==> config.mk <==
export PLATFORM = sky130hd
export DESIGN_NAME = gpio_qual_group
export DESIGN_NICKNAME = d
export VERILOG_FILES = /design/src/rtl/gq_pkg.sv /design/src/rtl/gq_tick_gen.sv /design/src/rtl/gq_sync2.sv /design/src/rtl/gq_pin_qual.sv /design/src/rtl/gpio_qual_group.sv
export SDC_FILE = /design/constraint.sdc
export NUM_CORES = 1
export LEC_CHECK = 0
export ABC_CLOCK_PERIOD_IN_PS = 3500
export BUFFER_PORTS_ARGS = -buffer_cell sky130_fd_sc_hd__clkbuf_2
export CORE_ASPECT_RATIO = 1.5
export CORE_MARGIN = 2
export CORE_UTILIZATION = 59
export CTS_BUF_LIST = sky130_fd_sc_hd__clkbuf_8 sky130_fd_sc_hd__clkbuf_16
export CTS_CLUSTER_SIZE = 25
export DETAILED_ROUTE_END_ITERATION = 10
export GPL_TIMING_DRIVEN = 0
export PLACE_DENSITY = 0.8
export SYNTH_ARGS = -nofsm -noshare
export SYNTH_HDL_FRONTEND = slang
export SYNTH_SLANG_ARGS = --single-unit
export TNS_END_PERCENT = 5
==> constraint.sdc <==
create_clock -name clk -period 3.5 [get_ports clk]
set_input_delay 0.175 -clock clk [delete_from_list [all_inputs] [get_ports clk]]
set_output_delay 0.175 -clock clk [all_outputs]
set_load 0.005 [all_outputs]
==> src/rtl/gq_pkg.sv <==
// Shared definitions for the GPIO input qualifier group.
// Assumes a two-bit per-pin mode field; the encoding is fixed by the pin mux.
package gq_pkg;
    typedef enum logic [1:0] {
        QM_SYNC  = 2'd0,
        QM_WIN3  = 2'd1,
        QM_WIN6  = 2'd2,
        QM_ASYNC = 2'd3
    } qmode_t;

    localparam int WIN_SHORT = 3;
    localparam int WIN_LONG  = 6;
endpackage

==> src/rtl/gq_tick_gen.sv <==
// Sample tick divider shared by a pin group.
// Produces one tick every PRD clocks (every clock for PRD 0 or 1).
// Assumes the period is changed only rarely; a reduced period takes effect
// at once because the compare is "at or above" the limit.
module gq_tick_gen #(
    parameter int PRD_W = 8
) (
    input  logic             clk,
    input  logic             rst_n,
    input  logic [PRD_W-1:0] prd,
    output logic             tick
);
    logic [PRD_W-1:0] cnt;
    logic [PRD_W-1:0] lim;

    // Last count value before the tick, treating 0 as 1
    always_comb begin
        lim  = (prd == '0) ? '0 : prd - 1'b1;
        tick = (cnt >= lim);
    end

    // Free-running count, cleared on each tick
    always_ff @(posedge clk) begin
        if (!rst_n)    cnt <= '0;
        else if (tick) cnt <= '0;
        else           cnt <= cnt + 1'b1;
    end
endmodule

==> src/rtl/gq_sync2.sv <==
// Two-flop synchroniser for one asynchronous pad input.
// The flops are intentionally not reset so that the pin level is already
// visible while reset is held; this is what lets the qualifier preload.
module gq_sync2 (
    input  logic clk,
    input  logic d_async,
    output logic q_sync
);
    logic meta;

    // Two-stage capture into the clock domain
    always_ff @(posedge clk) begin
        meta   <= d_async;
        q_sync <= meta;
    end
endmodule

==> src/rtl/gq_pin_qual.sv <==
// Per-pin qualifier: synchroniser, sample-window filter and mode select.
// Assumes the tick comes from the group divider. In window modes the held
// level moves only after WIN_SHORT or WIN_LONG consecutive disagreeing
// samples; in other modes the held level tracks the synchroniser so a
// switch into a window mode starts from the present level.
module gq_pin_qual
    import gq_pkg::*;
#(
    localparam int RUN_W = $clog2(WIN_LONG + 1)
) (
    input  logic   clk,
    input  logic   rst_n,
    input  logic   raw,
    input  qmode_t mode,
    input  logic   tick,
    output logic   sync_o,
    output logic   out
);
    logic             s;
    logic             held;
    logic [RUN_W-1:0] run;
    logic [RUN_W-1:0] need_m1;
    logic             win_mode;

    gq_sync2 u_sync (
        .clk     (clk),
        .d_async (raw),
        .q_sync  (s)
    );

    // Window length for the selected mode, less one
    always_comb begin
        win_mode = (mode == QM_WIN3) || (mode == QM_WIN6);
        need_m1  = (mode == QM_WIN6) ? RUN_W'(WIN_LONG - 1) : RUN_W'(WIN_SHORT - 1);
    end

    // Held level and run length of consecutive disagreeing samples
    always_ff @(posedge clk) begin
        if (!rst_n || !win_mode) begin
            held <= s;
            run  <= '0;
        end else if (tick) begin
            if (s == held) begin
                run <= '0;
            end else if (run >= need_m1) begin
                held <= s;
                run  <= '0;
            end else begin
                run <= run + 1'b1;
            end
        end
    end

    // Output selection by mode
    always_comb begin
        unique case (mode)
            QM_ASYNC: out = raw;
            QM_SYNC:  out = s;
            default:  out = held;
        endcase
    end

    assign sync_o = s;
endmodule

==> src/rtl/gpio_qual_group.sv <==
// Group of NPINS input qualifiers sharing one sampling-period divider.
// Assumes mode_sel packs two bits per pin, pin i in bits [2i+1:2i].
module gpio_qual_group
    import gq_pkg::*;
#(
    parameter int NPINS = 8,
    parameter int PRD_W = 8,
    localparam int MODE_W = 2 * NPINS
) (
    input  logic              clk,
    input  logic              rst_n,
    input  logic [NPINS-1:0]  pin_raw,
    input  logic [MODE_W-1:0] mode_sel,
    input  logic [PRD_W-1:0]  qual_prd,
    output logic [NPINS-1:0]  pin_out
);
    logic             smp_tick;
    logic [NPINS-1:0] pin_sync;

    gq_tick_gen #(.PRD_W(PRD_W)) u_tick (
        .clk   (clk),
        .rst_n (rst_n),
        .prd   (qual_prd),
        .tick  (smp_tick)
    );

    for (genvar i = 0; i < NPINS; i++) begin : g_pin
        gq_pin_qual u_pin (
            .clk    (clk),
            .rst_n  (rst_n),
            .raw    (pin_raw[i]),
            .mode   (qmode_t'(mode_sel[2*i +: 2])),
            .tick   (smp_tick),
            .sync_o (pin_sync[i]),
            .out    (pin_out[i])
        );
    end
endmodule

==> results.json, run 1 <==
{
  "synth_nets": 512,
  "max_freq_mhz": 363,
  "port_buffers": 40,
  "synthToLayoutAreaGrowth_pct": 13.1,
  "switchingPower_uw": 358,
  "cts_buffer_depth": 2,
  "reg2regPathDepth": 7,
  "intPower_mw": 1.02,
  "drc": 0,
  "antenna_found_initial": 0,
  "r2r_slack_ns": 1.30,
  "rr_endpoint": "g_pin[0].u_pin.held",
  "worst_slew_pin_slew_ns": 0.690,
  "hold_violations": 0,
  "antenna_cells": 0,
  "clkPwrFrac_pct": 31.7,
  "ys_seq_area_share_pct": 31.8,
  "synth_area_um2": 3780,
  "drtPass1Iterations": 6,
  "ys.flop_type": "dfxtp_1",
  "p_seq_share_pct": 50.3,
  "die_w_um": 69.4,
  "holdPathEnd": "g_pin[1].u_pin.run[1]",
  "grt_start_max_net_pins": 17,
  "start_util_pct": 61.2,
  "netlist_top_cells_count": "ha_1, dfxtp_1, inv_1, nand3_1, a21oi_1",
  "clockRootBuffer": "clkbuf_8",
  "die_h_um": 102,
  "min_period_over_period_pct": 78.6,
  "drt_iter0_markers": 119,
  "num_rows": 35,
  "final_core_util_pct": 69.2,
  "slew_viol_final": 0,
  "synth.area.top_cells": "dfxtp_1, ha_1, edfxtp_1, inv_1, nand3_1",
  "power.leakage_nw": 1.90,
  "hold_start": "rst_n",
  "critical_path_class": "in2reg",
  "ys_ff_latch": 56,
  "worst_setup_path_end_kind": "register",
  "ys.warnings.count": 0,
  "synthDistinctLibCells": 41,
  "place_hpwl_mm": 5.95,
  "drv_cap": 0,
  "layout_min_cycle_time_ns": 2.75,
  "routed_via_density": 5.87,
  "cpPeakStageDelay_ns": 0.39,
  "cts_buffers": 5,
  "fin_skew_ns": 0.00677,
  "drt-total-wl_mm": 7.81,
  "grt_setup_unrepaired": "false",
  "crit_path_top_delay_cell": "o311ai_1",
  "cts_tree": "yes",
  "grt_usage_pct": 22.7,
  "ys_async_sr_fraction_pct": 0,
  "gp_congestion": 0.815,
  "required_ns": 3.49,
  "whs_path_depth": 3,
  "grt_pass1_wl_mm": 13.3,
  "slew_headroom_pct": 54.0,
  "io_pins": 42,
  "postCtsSetupBuffers": 0,
  "ant_nets": 0,
  "ir_drop_mv": 0.187,
  "drive_gt1_share_pct": 16.9,
  "cp_cell_sequence": "clkbuf_2 > inv_1 > ha_1 > nand2_1 > or3_1 > nor3b_1 > a21oi_1 > ha_1 > a21oi_1 > a21boi_1 > or2_1 > buf_2 > nor2_4 > o311ai_1",
  "die-area_um2": 7080,
  "finalSetupTns_ns": 0,
  "synth.top_cell.area_share_pct": 25.4,
  "vias": 3184,
  "gr-total-overflow": 0,
  "postSynthAreaPerCell_um2": 9.17,
  "p_comb_share_pct": 18.0,
  "arrival_ns": 2.74,
  "yosysMostFrequentCell": "ha_1",
  "worstSkewPairLatency_ns": 0.31,
  "syn_inst": 412,
  "nets": 567,
  "p_sw_share_pct": 26.0,
  "setup_viol": 0,
  "path_clk_slew_ns": 0.10,
  "r2r-start": "u_tick.cnt[0]",
  "synth_edf_count": 8,
  "htree_levels": 2,
  "grt_pass1_vias": 3112,
  "hold_path_class": "in2reg",
  "core_area_um2": 6170,
  "cts.sink_count": 56,
  "status": "completed",
  "wire_per_inst_um": 14.4,
  "cp_max_fo": 9,
  "powerDensity_nw_per_um2": 321,
  "synth_top_area_cell": "dfxtp_1",
  "critPathLaunchType": "input port"
}
==> kinds of logic (layout without fill, tap and decap cells) <==
group | after synthesis | in the layout | synth area share, %
AOI/OAI and AO/OA | 114 | 114 | 21.1
DFF | 56 | 56 | 31.8
buffers and inverters | 64 | 120 | 8.37
muxes | 1 | 1 | 0.265
adders and majority gates | 66 | 66 | 21.8
xor gates and xnor gates | 17 | 17 | 3.94
and+or+nand+nor | 94 | 94 | 12.7
==> repair_timing <==
action                                 4_1_cts  5_1_grt
endpoints found under the hold margin        8        0
resized for setup                            0        0
hold buffers                                 8        0
==> power groups by stage <==
stage	Sequential, mW	Combinational, mW	Clock (mW)
finish	0.691	0.247	0.435
global route	0.695	0.276	0.466
CTS	0.692	0.248	0.445
detailed placement	0.706	0.239	0
global placement	0.705	0.227	0
floorplan	0.701	0.166	0
==> critical path, delay by kind of cell <==
family                     cells  cell delay [ns]
and+or+nand+nor                5             0.92
AOI/OAI and AO/OA              4             0.76
adders and majority gates      2             0.52
buffers and inverters          3             0.37
==> flip-flops by register name (all words and copies together), names as in the netlist <==
| name | flops |
|---|---|
| g_pin.u_pin.run | 24 |
| g_pin.u_pin.held | 8 |
| u_tick.cnt | 8 |
| g_pin.u_pin.u_sync.meta | 8 |
| g_pin.u_pin.u_sync.q_sync | 8 |
==> area by class of cell <==
class | count | area, µm²
buffer | 20 | 151
clock buffer | 8 | 121
fill | 489 | 1900
inverter | 44 | 165
multi-input combinational | 292 | 2260
sequential | 56 | 1200
tap | 74 | 92.6
timing repair buffer | 48 | 280
==> through the flow <==
| stage | hold slack (ns) | power [mW] | instances | worst slack, ns | area, µm² |
|---|---|---|---|---|---|
| final | 0.242 | 1.37 | 542 | 0.747 | 4270 |
| after global routing | 0.249 | 1.44 | 542 | 0.595 | 4270 |
| after CTS | 0.227 | 1.38 | 542 | 0.748 | 4270 |
| after detailed placement | 0.294 | 0.945 | 526 | 0.421 | 4070 |
| after global placement | 0.292 | 0.932 | 526 | 0.567 | 4070 |
| after floorplan | 0.203 | 0.866 | 412 | 0.933 | 3780 |
==> worst max-delay path by stage <==
| stage | startpoint | end | slack [ns] | cells after the start |
|---|---|---|---|---|
| global route | qual_prd[0] | g_pin[0].u_pin.held | 0.60 | 14 |
| floorplan | qual_prd[0] | g_pin[0].u_pin.held | 0.93 | 13 |
| detailed placement | qual_prd[0] | g_pin[0].u_pin.held | 0.42 | 14 |
| finish | qual_prd[0] | g_pin[0].u_pin.held | 0.75 | 14 |
| global placement | qual_prd[0] | g_pin[0].u_pin.held | 0.57 | 14 |
| CTS | qual_prd[0] | g_pin[0].u_pin.held | 0.75 | 14 |
==> per-layer routing <==
layer / wire length (µm) / vias up / track usage [%]
li1: - / 1598 / -
met3: 267 / 17 / 2.47
met2: 4280 / 78 / 44.5
met5: 0 / - / 0
met4: 229 / 0 / 9.95
met1: 3040 / 1491 / 24.5
==> cells in the final DEF (no fill, tap or decap), types with 4 or more instances in the layout <==
cell,Yosys,routed
o311ai_1,8,8
clkbuf_8,0,7
o22ai_1,8,8
buf_4,9,9
o211ai_1,16,16
xnor2_1,12,12
nand2b_1,11,11
a22oi_1,16,16
dfxtp_1,48,48
xor2_1,5,5
a211oi_2,6,6
a21o_1,8,8
ha_1,66,66
nor2_1,9,9
nand3_1,30,30
o21ai_0,17,17
buf_2,4,4
inv_1,44,44
dlygate4sd3_1,0,8
clkbuf_2,0,40
buf_6,5,5
a21oi_1,27,27
or3_1,11,11
nand2_1,22,22
edfxtp_1,8,8
(Power assumes the default switching activity.)
==> run 2: changes to the inputs <==
--- a/config.mk
+++ b/config.mk
@@ -5,16 +5,16 @@
 export SDC_FILE = /design/constraint.sdc
 export NUM_CORES = 1
 export LEC_CHECK = 0
-export ABC_CLOCK_PERIOD_IN_PS = 3500
+export ABC_CLOCK_PERIOD_IN_PS = 2400
 export BUFFER_PORTS_ARGS = -buffer_cell sky130_fd_sc_hd__clkbuf_2
 export CORE_ASPECT_RATIO = 1.5
 export CORE_MARGIN = 2
-export CORE_UTILIZATION = 59
+export CORE_UTILIZATION = 53
 export CTS_BUF_LIST = sky130_fd_sc_hd__clkbuf_8 sky130_fd_sc_hd__clkbuf_16
 export CTS_CLUSTER_SIZE = 25
 export DETAILED_ROUTE_END_ITERATION = 10
 export GPL_TIMING_DRIVEN = 0
-export PLACE_DENSITY = 0.8
+export PLACE_DENSITY = 0.76
 export SYNTH_ARGS = -nofsm -noshare
 export SYNTH_HDL_FRONTEND = slang
 export SYNTH_SLANG_ARGS = --single-unit
==> constraint.sdc (replaced) <==
create_clock -name clk -period 2.4 [get_ports clk]
set_input_delay 0.12 -clock clk [delete_from_list [all_inputs] [get_ports clk]]
set_output_delay 0.12 -clock clk [all_outputs]
set_load 0.005 [all_outputs]
==> results.json, run 2 (synthesized netlist as in run 1, its figures left out) <==
{
  "min_period_over_period_pct": 99.7,
  "core_area_um2": 6900,
  "largest_register_ffs": 24,
  "nets": 573,
  "cts_buffer_depth": 2,
  "cts.sink_count": 56,
  "die_w_um": 73.0,
  "critical_path_class": "in2reg",
  "fin_ws_ns": 0.00614,
  "worstSkewPairLatency_ns": 0.32,
  "drt-total-wl_mm": 8.04,
  "power.leakage_nw": 2.00,
  "ant_nets": 0,
  "p_total_mw": 2.00,
  "arrival_ns": 2.43,
  "worst_slew_pin_slew_ns": 1.18,
  "postLayoutCellArea_um2": 4560,
  "clockRootBuffer": "clkbuf_8",
  "r2r_slack_ns": 0.43,
  "synthToLayoutAreaGrowth_pct": 20.5,
  "finalSetupTns_ns": 0,
  "slew_headroom_pct": 21.5,
  "cp_max_fo": 4,
  "reg2regPathDepth": 8,
  "hold_violations": 0,
  "grt_pass1_wl_mm": 13.5,
  "hold_start": "rst_n",
  "drtPass1Iterations": 4,
  "critPathLaunchType": "input port",
  "cts_buffers": 5,
  "drive_gt1_share_pct": 22.2,
  "wire_per_inst_um": 14.6,
  "num_rows": 37,
  "grt_start_max_net_pins": 17,
  "crit_path_start": "qual_prd[0]",
  "status": "completed",
  "drt_iter0_markers": 145,
  "die_h_um": 107,
  "worst_setup_path_end_kind": "register",
  "gr-total-overflow": 0,
  "gp_congestion": 0.817,
  "grt_setup_unrepaired": "true",
  "start_util_pct": 54.8,
  "port_buffers": 40,
  "cts_tree": "yes",
  "max_freq_mhz": 418,
  "layout_min_cycle_time_ns": 2.39,
  "place_area_um2": 4190,
  "io_pins": 42,
  "htree_levels": 2,
  "whs_path_depth": 3,
  "powerDensity_nw_per_um2": 439,
  "setup_viol": 0,
  "drc": 0,
  "grt_pass1_vias": 3206,
  "fill_cells": 581,
  "fin_skew_ns": 0.00495,
  "routed_via_density": 5.80,
  "grt_usage_pct": 21.5,
  "place_hpwl_mm": 5.89,
  "layout_commonest_cell": "ha_1",
  "path_clk_slew_ns": 0.10,
  "vias": 3201,
  "die-area_um2": 7840,
  "antenna_cells": 0,
  "largest-register": "g_pin.u_pin.run",
  "post-place-ws_ns": -0.517,
  "ir_drop_mv": 0.384,
  "hold_path_class": "in2reg",
  "required_ns": 2.44,
  "slew_viol_final": 0,
  "drv_cap": 0,
  "r2r-start": "u_tick.cnt[6]",
  "layout_common_cells": "ha_1, dfxtp_1, inv_1, clkbuf_2, nand3_1",
  "antenna_found_initial": 0
}
[run 2: cell types whose count changed in the layout (fill, tap and decap cells not counted), sizes merged]
| cell | before | now |
|---|---|---|
| buf | 18 | 26 |
| clkbuf | 50 | 47 |
| clkinv | 0 | 1 |
[run 2: worst paths after layout]
path,to
hold reg to reg,g_pin[5].u_pin.u_sync.q_sync
setup / recovery,g_pin[7].u_pin.held
setup reg to reg,g_pin[7].u_pin.held
hold / removal,g_pin[1].u_pin.run[1]
[run 2: stage by stage]
stage	util, %	hold WS (ns)	instances
global route	66.0	0.166	552
finish	66.0	0.164	552
detailed placement	60.7	0.243	530
floorplan	-	0.148	412
global placement	60.7	0.238	530
CTS	63.8	0.148	549
[run 2: repair_timing]
action | 4_1_cts | 5_1_grt
resized for setup | 3 | 28
endpoints found under the setup margin | 18 | 38
pin swaps | 3 | 9
endpoints found under the hold margin | 8 | 0
hold buffers | 8 | 0
setup buffers | 3 | 3
[run 2: area by class of cell]
| cell class | instances | area, µm² | area share, % |
|---|---|---|---|
| Inverter | 44 | 183 | 4.01 |
| Buffer | 20 | 159 | 3.49 |
| Clock inverter | 1 | 3.75 | 0.0824 |
| Tap cell | 78 | 97.6 | 2.14 |
| Clock buffer | 7 | 96.3 | 2.11 |
| Timing Repair Buffer | 54 | 362 | 7.94 |
| Multi-Input combinational cell | 292 | 2450 | 53.9 |
| Sequential cell | 56 | 1200 | 26.4 |
[run 2: layer usage]
layer	up-vias	track usage, %	share of wire [%]
met1	1524	22.9	41
met4	0	10.8	3.3
met2	61	39.3	54
met3	21	3.65	2.7
met5	-	0	0
li1	1595	-	-
[run 2: worst max-delay path, stage by stage]
cell and delay [ns]:
buf_8 0.10, clkinv_4 0.04, ha_4 0.15, nand2_4 0.05, or3_4 0.39, nor3b_2 0.17, a21oi_1 0.06, ha_1 0.35
a21oi_2 0.15, a21boi_2 0.07, or2_1 0.22, buf_6 0.13, nor2_4 0.14, buf_6 0.17, o311ai_4 0.10
[run 2: power breakdown]
| group | switching, mW | internal, mW | total [mW] |
|---|---|---|---|
| combinational | 0.218 | 0.195 | 0.413 |
| clock | 0.321 | 0.260 | 0.582 |
| sequential | 0.0239 | 0.984 | 1.01 |
| total | 0.563 | 1.44 | 2.00 |
